[config.mk]
export PLATFORM = sky130hd
export DESIGN_NAME = cldd_top
export DESIGN_NICKNAME = d
export VERILOG_FILES = /design/src/rtl/cldd_pkg.sv /design/src/rtl/cldd_leaf.sv /design/src/rtl/cldd_merge.sv /design/src/rtl/cldd_tree.sv /design/src/rtl/cldd_top.sv
export SDC_FILE = /design/constraint.sdc
export NUM_CORES = 1
export LEC_CHECK = 0
export BUFFER_PORTS_ARGS = -buffer_cell sky130_fd_sc_hd__buf_2
export CORE_UTILIZATION = 56
export DETAILED_ROUTE_END_ITERATION = 6
export GPL_TIMING_DRIVEN = 0
export PLACE_DENSITY = 0.84
export RECOVER_POWER = 100
export SYNTH_ARGS = -nofsm -noshare
export SYNTH_HDL_FRONTEND = slang
export SYNTH_SLANG_ARGS = --single-unit
export TNS_END_PERCENT = 10
[constraint.sdc]
create_clock -name clk -period 4.4 [get_ports clk]
set_input_delay 0.44 -clock clk [delete_from_list [all_inputs] [get_ports clk]]
set_output_delay 0.44 -clock clk [all_outputs]
set_load 0.005 [all_outputs]
[src/rtl/cldd_pkg.sv]
package cldd_pkg;

  // Bit offset of level k inside the flat existence vector of a tree of depth h.
  function automatic int exist_off(input int h, input int k);
    int acc;
    acc = 0;
    for (int j = 1; j < k; j++) acc += (1 << h) >> j;
    return acc;
  endfunction

  // Bit offset of level k inside the flat position vector (level j nodes carry j bits).
  function automatic int posn_off(input int h, input int k);
    int acc;
    acc = 0;
    for (int j = 1; j < k; j++) acc += ((1 << h) >> j) * j;
    return acc;
  endfunction

endpackage

[src/rtl/cldd_leaf.sv]
module cldd_leaf (
  input  logic bit_hi,
  input  logic bit_lo,
  input  logic cmp_mode,
  input  logic inv,
  input  logic flip,
  output logic exist,
  output logic posn
);
  logic a_t, b_t;

  assign a_t   = bit_hi ^ inv;
  assign b_t   = bit_lo ^ inv;
  // detector: any target in the pair; comparator: the pair differs
  assign exist = cmp_mode ? (a_t ^ b_t) : (a_t | b_t);
  // leading search favours the upper bit, trailing search favours the lower bit
  assign posn  = flip ? ~b_t : a_t;
endmodule

[src/rtl/cldd_merge.sv]
module cldd_merge #(
  parameter int SW = 1
) (
  input  logic          e_hi,
  input  logic          e_lo,
  input  logic [SW-1:0] p_hi,
  input  logic [SW-1:0] p_lo,
  input  logic          flip,
  output logic          exist,
  output logic [SW:0]   posn
);
  assign exist = e_hi | e_lo;

  always_comb begin
    if (!flip) begin
      posn = {e_hi, (e_hi ? p_hi : p_lo)};
    end else begin
      posn = {~e_lo, (e_lo ? p_lo : p_hi)};
    end
  end
endmodule

[src/rtl/cldd_tree.sv]
module cldd_tree
  import cldd_pkg::*;
#(
  parameter int H = 4
) (
  input  logic [(1<<H)-1:0] vec_in,
  input  logic              cmp_mode,
  input  logic              inv,
  input  logic              flip,
  output logic              found,
  output logic [H-1:0]      pos
);
  localparam int W      = 1 << H;
  localparam int E_BITS = exist_off(H, H + 1);
  localparam int P_BITS = posn_off(H, H + 1);

  logic [E_BITS-1:0] e_f;
  logic [P_BITS-1:0] p_f;

  for (genvar n = 0; n < W / 2; n++) begin : g_leaf
    cldd_leaf u_leaf (
      .bit_hi  (vec_in[2*n+1]),
      .bit_lo  (vec_in[2*n]),
      .cmp_mode(cmp_mode),
      .inv     (inv),
      .flip    (flip),
      .exist   (e_f[n]),
      .posn    (p_f[n])
    );
  end

  for (genvar k = 2; k <= H; k++) begin : g_lvl
    localparam int EI = exist_off(H, k - 1);
    localparam int PI = posn_off(H, k - 1);
    localparam int EO = exist_off(H, k);
    localparam int PO = posn_off(H, k);
    for (genvar n = 0; n < (W >> k); n++) begin : g_node
      cldd_merge #(.SW(k - 1)) u_merge (
        .e_hi (e_f[EI + 2*n + 1]),
        .e_lo (e_f[EI + 2*n]),
        .p_hi (p_f[PI + (2*n + 1)*(k - 1) +: (k - 1)]),
        .p_lo (p_f[PI + (2*n)*(k - 1) +: (k - 1)]),
        .flip (flip),
        .exist(e_f[EO + n]),
        .posn (p_f[PO + n*k +: k])
      );
    end
  end

  assign found = e_f[exist_off(H, H)];
  assign pos   = p_f[posn_off(H, H) +: H];
endmodule

[src/rtl/cldd_top.sv]
module cldd_top #(
  parameter int H = 4
) (
  input  logic              clk,
  input  logic              rst,
  input  logic [(1<<H)-1:0] vec_in,
  input  logic              cmp_mode,
  input  logic              inv,
  input  logic              flip,
  output logic              found,
  output logic [H-1:0]      pos
);
  logic         found_c;
  logic [H-1:0] pos_c;

  cldd_tree #(.H(H)) u_tree (
    .vec_in  (vec_in),
    .cmp_mode(cmp_mode),
    .inv     (inv),
    .flip    (flip),
    .found   (found_c),
    .pos     (pos_c)
  );

  always_ff @(posedge clk) begin
    if (rst) begin
      found <= 1'b0;
      pos   <= '0;
    end else begin
      found <= found_c;
      pos   <= pos_c;
    end
  end
endmodule

# == Word-level counts from Yosys, hierarchy flattened ==
# Index checks and enable logic that the tools add are counted.
# totals
in_bits,21
register_bits,5
elab_cells,93
# classes
muxes,37
bitwise,54
# op_table
cell,count
two-way mux 1 bit,24
XOR 1 bit,24
two-way mux 2 bit,8
inverter 1 bit,15
bitwise OR 1 bit,15
two-way mux 3 bit,4
two-way mux 4 bit,1

# == Longest topological paths before layout ==
# logic_depth
depth_word,9
depth_mapped,10

# == Modules after synthesis ==
# From an unflattened synthesis, not the netlist that was laid out.
# unflattened
cells_unflattened,106
hier_area_um2,882.1
# modules_own_cells
mod,area_each_um2,instances,seq_area_each_um2,cells_per_inst
cldd_leaf,60.1,8,0.0,8
cldd_merge (u_tree.g_lvl[2].g_node[0].u_merge ...),33.8,4,0.0,4
cldd_top,131.4,1,100.1,10
cldd_merge (u_tree.g_lvl[3].g_node[0].u_merge ...),41.3,2,0.0,5
cldd_merge (u_tree.g_lvl[4].g_node[0].u_merge),52.6,1,0.0,6

# == Worst setup path before layout ==
# OpenSTA, ideal clock, no wires.
# synth_path
path_type,input port to flip-flop
from,in inv
to,reg pos[0]
t_arrival_ns,2.462
required_time_ns,4.267
setup_ns,0.133
cell_stages,10
path_slack_ns,1.805
path_cell_list,buf_4 > buf_2 > xnor2_1 > ha_1 > nand2b_1 > o22a_4 > or3_1 > a311oi_1 > a2bb2oi_1 > a2111oi_2
# synth_between
elab_chain_cells,9
# synth_lines
item,line_no,rtl
start: declaration,cldd_top.sv:8,"input logic inv,"
"XOR 1 bit, on equally long branches","cldd_leaf.sv:12, cldd_leaf.sv:13",
"bitwise OR 1 bit, or another cell as far along",cldd_leaf.sv:15,assign exist = cmp_mode ? (a_t ^ b_t) : (a_t | b_t);
"two-way mux 1 bit, on equally long branches","cldd_leaf.sv:15, cldd_leaf.sv:17",
"two-way mux 1 bit, on equally long branches","cldd_merge.sv:16, cldd_merge.sv:18",
two-way mux 2 bit,cldd_merge.sv:15,if (!flip) begin
"two-way mux 2 bit, on equally long branches","cldd_merge.sv:16, cldd_merge.sv:18",
two-way mux 3 bit,cldd_merge.sv:15,
"two-way mux 3 bit, on equally long branches","cldd_merge.sv:16, cldd_merge.sv:18",
two-way mux 4 bit (*),cldd_merge.sv:15,
end signal: assignment,cldd_top.sv:31,pos <= pos_c;
end: declaration,cldd_top.sv:11,output logic [H-1:0] pos
# Mark *: on every way between the ends. The rest lies on a longest branch, timed or not.
# A chain may end at the register's enable or synchronous reset.

# == Worst setup path after layout ==
# Ends and elaborated chain as after synthesis.

==> out/qor.csv <==
metric;value;unit
grt_remaining_overflow;0;
violations;design-rule violations;
cts.clk_slew.worst_paths;0.04;ns
fillCellCount;138;
die_y;43.94;µm
netlist_area;984.7;µm²
vias;1052;
cts_num_sinks;5;
slew_headroom;52.89;%
timing.final.max_slew_violations;0;
setup_viol;0;
fin_tns_setup;0;ns
ctsResizeCount;0;
worstMarginPinSlew;0.7067;ns
area_growth;13.60;%
holdCritPathClass;primary input to flip-flop;
synth_top_area_share;10.17;%
grt_max_degree;11;
hold_viol_final;0;
fin_crit_sh;77.63;%
max-cap-violations;0;
htreeDepth;1;
nets;188;
clockBufferDepth;2;
drt_pass1_iterations;6;
hold_depth;2;
die_x;43.94;µm
worstPathArrival;3.51;ns
sw_frac_of_total;39.62;%
initial_core_util;62.46;%
antenna_cells;0;
postCtsHoldBufs;0;
drt-initial-drc-count;41;
drt-total-wl;2427;µm
grt_first_pass_wirelength;4029;µm
internal-power;146.5;µW
ir_drop;102.4;µV
end_kind;flip-flop;
switching_power;96.12;µW
syn_area_per_cell;7.348;µm²
yosysSeqAreaShare;10.17;%
detail-route-antenna-nets;0;
finalCoreUtilization;70.95;%
portBuffers;22;
gp_congestion;0.9350;
wl_per_cell;13.79;µm
cts_made_buffers;3;
fin_area;0.001119;mm²
row_count;14;
dpl.hpwl;1947;µm
synth_edf_count;0;
layout.cells.most_common;buf_2;
fin_crit;3.416;ns
cts_tree;done;
worstPathRequired;4.50;ns
drcViolationCount;2;
drive_above_1_share;21.25;%
coreArea;0.001577;mm²
clockPowerShare;21.3;%
placed_cell_area;0.001115;mm²
hold_slack;0.4150;ns
p_seq_share;20.7;%
start_kind;primary input;
root_buffer;clkbuf_4;
combPwrFrac;58.0;%
top_level_ports;26;
ys_warn_count;0;
synth.largest_area_cell;dfxtp_1;
grt_pass1_vias;995;
leakagePower;0.0004765;µW
vias_per_cell;5.977;
antenna_found_initial;0;
async_reset_ff_share;0;%
final_cell_mix;20 x buf_2, 12 x nand2_1, 11 x nor2_1, 11 x xnor2_1;
crit_fanout;10;
power_density;216.9;mW/mm²
cts_setup_buffers;0;
rsz0062_at_grt;no;
synth_area_leaders;dfxtp_1 10%, xnor2_1 9.8%, ha_1 7.6%;
min_to;pos[3];
yosys_register_bits;5;
die_area;0.001930;mm²
status;finished, violations left;
grt_usage;27.49;%
syn_nets;161;
min-delay-start;rst;
crit_type;primary input to flip-flop;
synthCells;134;
synth-main-ff-cell;dfxtp_1;
max_freq;292.8;MHz
synth_cell_types;45;
total_power;242.6;µW
-- cell usage after synthesis, drive strengths merged (2+ instances only) --
cell,instances
a211o,2
a211oi,2
a21oi,8
a311oi,2
a31oi,2
a32oi,2
buf,6
dfxtp,5
ha,6
inv,8
mux2i,4
nand2,12
nand2b,5
nand3,2
nor2,13
nor2b,8
nor3b,3
o211ai,2
o21ai,8
o21bai,3
o22ai,2
or3,2
xnor2,12
-- logic make-up after synthesis --
| group | share of synthesized area, % |
|---|---|
| compound gates | 32.27 |
| simple gates | 26.56 |
| buf+inv | 7.878 |
| mux | 4.066 |
| xor+xnor | 11.44 |
| fa+ha+maj | 7.624 |
| flops | 10.17 |
-- stage by stage --
step                cells  setup WS [ns]
global placement      172          1.385
floorplan             134          1.805
CTS                   176          1.601
global route          176         0.7566
detailed placement    172          1.350
finish                176         0.9844
-- power groups by stage --
stage / registers [µW] / logic (µW) / clock network, µW
finish: 50.3 / 141 / 51.6
floorplan: 52.0 / 105 / 0
detailed placement: 51.0 / 143 / 0
CTS: 50.2 / 144 / 52.1
global route: 50.5 / 156 / 57.3
global placement: 51.0 / 139 / 0
-- state kept, by name (all words and copies together), names as in the netlist --
signal  cells
pos         4
found       1
-- layer usage --
layer / GRT usage, % / routed length, µm
met3: 2.500 / 112
met5: 0 / 0
met2: 47.46 / 1195
met4: 9.091 / 11
met1: 35.75 / 1107
-- critical path, stage by stage --
cell       delay [ns]
clkbuf_1         0.21
clkbuf_1         0.44
clkbuf_1         0.60
xnor2_1          0.16
ha_1             0.31
nand2b_1         0.16
o22a_4           0.26
or3_1            0.37
a311oi_1         0.27
a2bb2oi_1        0.20
a2111oi_0        0.09
-- final cells by class --
type	instances	area, µm²	share of cell area [%]
Inverter	8	30.03	2.685
Tap cell	16	20.02	1.790
Sequential cell	5	100.1	8.949
Buffer	7	42.54	3.803
Clock buffer	4	26.28	2.349
Multi-Input combinational cell	114	793.3	70.92
Timing Repair Buffer	22	106.4	9.508
-- how the worst max path moves through the flow --
stage          startpoint  endpoint  slack (ns)
5_1_grt               inv    pos[0]        0.76
3_3_place_gp          inv    pos[0]        1.39
6_report              inv    pos[0]        0.98
4_1_cts               inv    pos[0]        1.60
2_1_floorplan         inv    pos[0]        1.80
3_5_place_dp          inv    pos[0]        1.35
Power figures use the tool's default switching activity.
